[config.mk]
export PLATFORM = sky130hd
export DESIGN_NAME = nxtpc_predictor
export DESIGN_NICKNAME = d
export VERILOG_FILES = /design/src/rtl/nxtpc_pkg.sv /design/src/rtl/nxtpc_upd_arb.sv /design/src/rtl/nxtpc_dir_table.sv /design/src/rtl/nxtpc_tgt_buf.sv /design/src/rtl/nxtpc_predictor.sv
export SDC_FILE = /design/constraint.sdc
export NUM_CORES = 2
export LEC_CHECK = 0
export BUFFER_PORTS_ARGS = -buffer_cell sky130_fd_sc_hd__buf_2
export CORE_MARGIN = 10
export CORE_UTILIZATION = 35
export DETAILED_ROUTE_END_ITERATION = 8
export PLACE_DENSITY = 0.63
export SYNTH_ARGS = -nofsm -noshare
export SYNTH_HDL_FRONTEND = slang
export SYNTH_SLANG_ARGS = --single-unit
[constraint.sdc]
create_clock -name clk -period 3.7 [get_ports clk]
set_clock_uncertainty 0.2 [all_clocks]
set_input_delay 0.185 -clock clk [delete_from_list [all_inputs] [get_ports clk]]
set_output_delay 0.185 -clock clk [all_outputs]
set_load 0.02 [all_outputs]
[src/rtl/nxtpc_pkg.sv]
package nxtpc_pkg;
  localparam int ADDR_W = 32;
  typedef struct packed {
    logic              vld;
    logic              taken;
    logic [ADDR_W-1:0] pc;
    logic [ADDR_W-1:0] tgt;
  } upd_t;
endpackage

[src/rtl/nxtpc_upd_arb.sv]
module nxtpc_upd_arb
  import nxtpc_pkg::*;
(
  input  logic clk,
  input  logic rst_n,
  input  upd_t cm_upd,
  input  upd_t dc_upd,
  output upd_t sel_upd
);
  always_comb begin
    if (cm_upd.vld) sel_upd = cm_upd;
    else            sel_upd = dc_upd;
  end

  AST_CM_WINS: assert property (@(posedge clk) disable iff (!rst_n)
    (cm_upd.vld && dc_upd.vld) |-> (sel_upd.pc == cm_upd.pc && sel_upd.tgt == cm_upd.tgt));
  AST_DC_ALONE: assert property (@(posedge clk) disable iff (!rst_n)
    (!cm_upd.vld && dc_upd.vld) |-> (sel_upd.vld && sel_upd.pc == dc_upd.pc));
endmodule

[src/rtl/nxtpc_dir_table.sv]
module nxtpc_dir_table
  import nxtpc_pkg::*;
#(
  parameter int DIR_IDX_W = 6
) (
  input  logic              clk,
  input  logic              rst_n,
  input  logic [ADDR_W-1:0] rd_pc,
  output logic              rd_taken,
  input  upd_t              wr_upd
);
  localparam int DEPTH = 1 << DIR_IDX_W;

  logic [1:0] ctr_q [DEPTH];
  logic [1:0] ctr_d [DEPTH];
  logic [DIR_IDX_W-1:0] rd_idx, wr_idx;

  assign rd_idx   = rd_pc[DIR_IDX_W+1:2];
  assign wr_idx   = wr_upd.pc[DIR_IDX_W+1:2];
  assign rd_taken = ctr_q[rd_idx][1];

  always_comb begin
    for (int i = 0; i < DEPTH; i++) ctr_d[i] = ctr_q[i];
    if (wr_upd.vld) begin
      if (wr_upd.taken && ctr_q[wr_idx] != 2'b11)
        ctr_d[wr_idx] = ctr_q[wr_idx] + 2'b01;
      else if (!wr_upd.taken && ctr_q[wr_idx] != 2'b00)
        ctr_d[wr_idx] = ctr_q[wr_idx] - 2'b01;
    end
  end

  always_ff @(posedge clk or negedge rst_n) begin
    if (!rst_n) begin
      for (int i = 0; i < DEPTH; i++) ctr_q[i] <= 2'b01;
    end else if (wr_upd.vld) begin
      for (int i = 0; i < DEPTH; i++) ctr_q[i] <= ctr_d[i];
    end
  end

  AST_TAKEN_NONZERO: assert property (@(posedge clk) disable iff (!rst_n)
    (wr_upd.vld && wr_upd.taken) |=> (ctr_q[$past(wr_idx)] != 2'b00));
  AST_NT_NOT_MAX: assert property (@(posedge clk) disable iff (!rst_n)
    (wr_upd.vld && !wr_upd.taken) |=> (ctr_q[$past(wr_idx)] != 2'b11));
endmodule

[src/rtl/nxtpc_tgt_buf.sv]
module nxtpc_tgt_buf
  import nxtpc_pkg::*;
#(
  parameter int BTB_IDX_W = 4
) (
  input  logic              clk,
  input  logic              rst_n,
  input  logic [ADDR_W-1:0] rd_pc,
  output logic              rd_hit,
  output logic [ADDR_W-1:0] rd_tgt,
  input  upd_t              wr_upd
);
  localparam int DEPTH = 1 << BTB_IDX_W;
  localparam int TAG_W = ADDR_W - BTB_IDX_W - 2;

  logic [DEPTH-1:0]  vld_q, vld_d;
  logic [TAG_W-1:0]  tag_q [DEPTH];
  logic [ADDR_W-1:0] tgt_q [DEPTH];
  logic [BTB_IDX_W-1:0] rd_idx, wr_idx;
  logic [TAG_W-1:0]     rd_tag, wr_tag;

  assign rd_idx = rd_pc[BTB_IDX_W+1:2];
  assign rd_tag = rd_pc[ADDR_W-1:BTB_IDX_W+2];
  assign wr_idx = wr_upd.pc[BTB_IDX_W+1:2];
  assign wr_tag = wr_upd.pc[ADDR_W-1:BTB_IDX_W+2];

  assign rd_hit = vld_q[rd_idx] && (tag_q[rd_idx] == rd_tag);
  assign rd_tgt = tgt_q[rd_idx];

  always_comb begin
    vld_d = vld_q;
    if (wr_upd.vld) vld_d[wr_idx] = 1'b1;
  end

  always_ff @(posedge clk or negedge rst_n) begin
    if (!rst_n) vld_q <= '0;
    else        vld_q <= vld_d;
  end

  for (genvar g = 0; g < DEPTH; g++) begin : g_ent
    logic ent_we;
    assign ent_we = wr_upd.vld && (wr_idx == BTB_IDX_W'(g));
    always_ff @(posedge clk or negedge rst_n) begin
      if (!rst_n) begin
        tag_q[g] <= '0;
        tgt_q[g] <= '0;
      end else if (ent_we) begin
        tag_q[g] <= wr_tag;
        tgt_q[g] <= wr_upd.tgt;
      end
    end
  end

  AST_UPD_SETS_VALID: assert property (@(posedge clk) disable iff (!rst_n)
    wr_upd.vld |=> vld_q[$past(wr_idx)]);
  AST_UPD_SELF_HIT: assert property (@(posedge clk) disable iff (!rst_n)
    (wr_upd.vld && rd_pc == $past(wr_upd.pc) && $past(wr_upd.vld)) |-> (rd_hit && rd_tgt == $past(wr_upd.tgt)));
endmodule

[src/rtl/nxtpc_predictor.sv]
module nxtpc_predictor
  import nxtpc_pkg::*;
#(
  parameter int DIR_IDX_W = 6,
  parameter int BTB_IDX_W = 4
) (
  input  logic              clk,
  input  logic              rst_n,
  input  logic [31:0]       lk_pc,
  output logic [31:0]       lk_next_pc,
  output logic              lk_taken,
  input  logic              cm_upd_vld,
  input  logic [31:0]       cm_upd_pc,
  input  logic              cm_upd_taken,
  input  logic [31:0]       cm_upd_tgt,
  input  logic              dc_upd_vld,
  input  logic [31:0]       dc_upd_pc,
  input  logic              dc_upd_taken,
  input  logic [31:0]       dc_upd_tgt
);
  localparam logic [ADDR_W-1:0] INST_BYTES = ADDR_W'(4);

  upd_t cm_upd, dc_upd, sel_upd;
  logic dir_taken, btb_hit;
  logic [ADDR_W-1:0] btb_tgt;

  assign cm_upd = '{vld: cm_upd_vld, taken: cm_upd_taken, pc: cm_upd_pc, tgt: cm_upd_tgt};
  assign dc_upd = '{vld: dc_upd_vld, taken: dc_upd_taken, pc: dc_upd_pc, tgt: dc_upd_tgt};

  nxtpc_upd_arb i_arb (
    .clk(clk), .rst_n(rst_n), .cm_upd(cm_upd), .dc_upd(dc_upd), .sel_upd(sel_upd)
  );

  nxtpc_dir_table #(.DIR_IDX_W(DIR_IDX_W)) i_dir (
    .clk(clk), .rst_n(rst_n), .rd_pc(lk_pc), .rd_taken(dir_taken), .wr_upd(sel_upd)
  );

  nxtpc_tgt_buf #(.BTB_IDX_W(BTB_IDX_W)) i_btb (
    .clk(clk), .rst_n(rst_n), .rd_pc(lk_pc), .rd_hit(btb_hit), .rd_tgt(btb_tgt),
    .wr_upd(sel_upd)
  );

  always_comb begin
    lk_taken   = dir_taken && btb_hit;
    lk_next_pc = lk_taken ? btb_tgt : (lk_pc + INST_BYTES);
  end

  AST_TAKEN_NEEDS_HIT: assert property (@(posedge clk) disable iff (!rst_n)
    lk_taken |-> btb_hit);
  AST_MISS_IS_SEQ: assert property (@(posedge clk) disable iff (!rst_n)
    !btb_hit |-> (lk_next_pc == lk_pc + INST_BYTES));
endmodule

==> flow_summary.toml <==
[status]
status = "complete, but fails checks"
failed_checks = "setup timing"

[clocking]
cts.sinks = 1072
cts_tree = "built"
clockBufferDepth = 3
clk_pin_slew_ps = 60
cts_inserted_buffers = 110
h-tree-depth = 3
clock_latency_ps = 710
cts_root_buf = "clkbuf_16"

[timing]
hold_viol = 0
setup_ws_ps = -592
min_period_ps = 4290
fmax_ghz = 0.233
finalCritPeriodShare = 1.16
holdWs_ps = 117
rsz0062_at_grt = "yes"
worstMarginPinSlew_ps = 1270
drv_slew = 0
slew_headroom = 0.148
setup_viol_count_final = 95

[min_path]
hold_class = "in2reg"
hold_depth = 5
worstHoldStart = "cm_upd_pc[7]"
worstHoldEndpoint = "i_dir.ctr_q[67]"

[floorplan]
die_h_um = 396
floorplan.initialDensity = 0.354
core_area_um2 = 140000
io_pins = 199
die_x_um = 396
row_count = 137
die_area_um2 = 157000

[run]
cap_violations = 0

[place]
portBuffers = 194
dp_worst_setup_slack_ps = -476
hpwl_mm = 92.0
gp_congestion = 0.890

[yosys]
synthesis.area_um2 = 49500
synthArstFlopShare = 1.00
avgSynthCellArea_um2 = 11.3
ys_seq_area_frac = 0.544
yosysTopAreaCellShare = 0.510
ys.flop_type = "dfrtp_1"
synth_cell_type_count = 66
ys_ff_latch = 1072
synthTopCellsByArea = "dfrtp_1 (51%), mux4_2 (14%), o21ai_0 (9.5%)"
yosys_warnings = 0
synth_fp_nets = 4538
yosysTopAreaCell = "dfrtp_1"
synth_cells = 4369
synth_edf_count = 0

[final_layout]
regArea_um2 = 26900
fillers = 13000
syn_to_final_growth_pct = 22.7
finalNetCount = 4876
antenna_cells = 0
drive_above_1_share = 0.281
multi_input_area_um2 = 22200

[route]
dr.pass1.iters = 5
vias = 35500
ant_nets = 0
wl_per_cell_um = 22.1
drc_errors = 0
drt_iter0_markers = 2958
drt-total-wl_mm = 148
via_per_inst = 5.31

[setup_path]
cp_max_fo = 11
r2r_end = "i_dir.ctr_q[77]"
crit_start = "i_btb.tag_q[209]"
critPathRequiredTime_ps = 3310
cp-start-kind = "flip-flop"
cp.arrival_ps = 3910
r2r_slack_ps = -80
rr_startpoint = "i_dir.ctr_q[35]"
crit_type = "reg2out"
worstSetupEndpointType = "output pin"
reg2regPathDepth = 17

[grt]
grt_max_degree = 118
grt_usage = 0.185
grt_use_met3 = 0.0391
grt_pass1_wl_mm = 228
grt_pass1_vias = 36400
grt_busiest_layer = "met2"
antenna_found_initial = 4
overflow = 0
met1_usage = 0.261
grt_use_met2 = 0.293

[power_and_ir_drop]
leakage_nw = 26.9
powerDensity_nw_per_um2 = 616
ir_drop_uv = 465
-- cells in the mapped netlist (15+ instances only) --
cell type	instances
dfstp_2	64
nand2b_1	25
buf_6	15
mux2_4	32
dfrtp_1	1008
clkbuf_1	299
nor3_1	20
nand3_1	39
o21ai_0	938
mux2i_1	106
nor2_1	92
mux4_2	305
buf_2	30
mux2_2	138
xor2_1	20
nand2_1	1002
xnor2_1	34
buf_1	27
-- logic make-up (layout without fill, tap and decap cells) --
| group | after synthesis | after routing | share of synthesized area |
|---|---|---|---|
| AND/OR/NAND/NOR | 1246 | 1246 | 0.102 |
| XOR/XNOR | 54 | 54 | 0.00956 |
| multiplexers | 583 | 583 | 0.202 |
| flip-flops | 1072 | 1072 | 0.544 |
| adder cells (fa/ha/maj) | 3 | 3 | 0.000759 |
| AO/OA/AOI/OAI | 1021 | 1021 | 0.108 |
| buffers and inverters | 390 | 821 | 0.0338 |
-- metrics by stage --
step,util,power (mW),cell area [um2],std cells,setup TNS (ps)
global placement,0.389,24.9,54400,6342,-51810
CTS,0.428,37.3,59800,6670,-19320
finish,0.434,37.4,60700,6676,-20290
detailed placement,0.389,25.3,54400,6342,-53680
floorplan,-,22.3,49800,4369,-20740
global route,0.434,39.5,60700,6676,-40540
-- placed cells by master, fill, tap and decap left out, types with 16 or more instances in the layout --
cell type / n
nor2_1: 26
buf_12: 52
mux2i_1: 98
mux2_4: 144
nand3_1: 33
clkbuf_1: 20
nand2_4: 16
dfrtp_1: 1008
clkbuf_8: 29
buf_2: 159
mux4_2: 305
mux2_2: 28
clkinv_2: 22
nand2_1: 984
o21ai_0: 938
dfstp_2: 64
buf_6: 35
nand2b_1: 25
clkbuf_16: 110
xor2_1: 20
buf_4: 240
nor3_1: 19
dlygate4sd3_1: 119
nor2_4: 64
xnor2_1: 33
-- flip-flops by register name, summed over array words and instances (netlist names), named ones only --
register and count:
i_btb.tag_q 416, i_dir.ctr_q 64, i_btb.vld_q 16, i_btb.tgt_q 512
-- worst max-delay path: stages, from the launching register on --
cell and delay [ps]:
dfrtp_1 380, mux4_2 520, a221oi_2 310, a211oi_2 150
or4_4 570, nor4b_4 280, nand4_4 140, buf_12 190
buf_12 160, mux2_4 300, buf_2 160
-- worst max-delay path by stage --
stage	endpoint	slack (ps)	cells past startpoint
after floorplan	i_dir.ctr_q[83]	-260	21
after global placement	i_dir.ctr_q[75]	-430	19
after detailed placement	i_dir.ctr_q[99]	-480	18
after CTS	lk_next_pc[7]	-630	12
after global routing	lk_next_pc[2]	-680	10
final	lk_next_pc[20]	-590	10
-- layout make-up --
type	count	share of cell area
Sequential cell	1072	0.443
Multi-Input combinational cell	2907	0.366
Timing Repair Buffer	610	0.0878
Clock buffer	159	0.0532
Tap cell	1876	0.0387
Clock inverter	46	0.0103
Inverter	6	0.000412
-- layer usage --
metal	vias up	wire [um]
met5	-	54
met3	197	10500
met1	18100	65600
met4	8	3080
li1	16100	-
met2	1140	68400
-- where the power goes --
group / switching, mW / internal (mW) / leakage, nW / total (mW)
clock: 4.95 / 6.74 / 1.89 / 11.7
sequential: 1.94 / 15.4 / 13.4 / 17.3
combinational: 4.05 / 4.37 / 11.7 / 8.41
-- timing repair --
item | 4_1_cts | 5_1_grt
gates cloned | 2 | 0
setup endpoints to repair | 117 | 161
pin swaps | 6 | 61
endpoints found under the hold margin | 1246 | 0
hold buffers | 119 | 0
gates resized for setup | 89 | 197
setup buffers | 2 | 6
No activity file was read; power rests on OpenSTA's default activity.
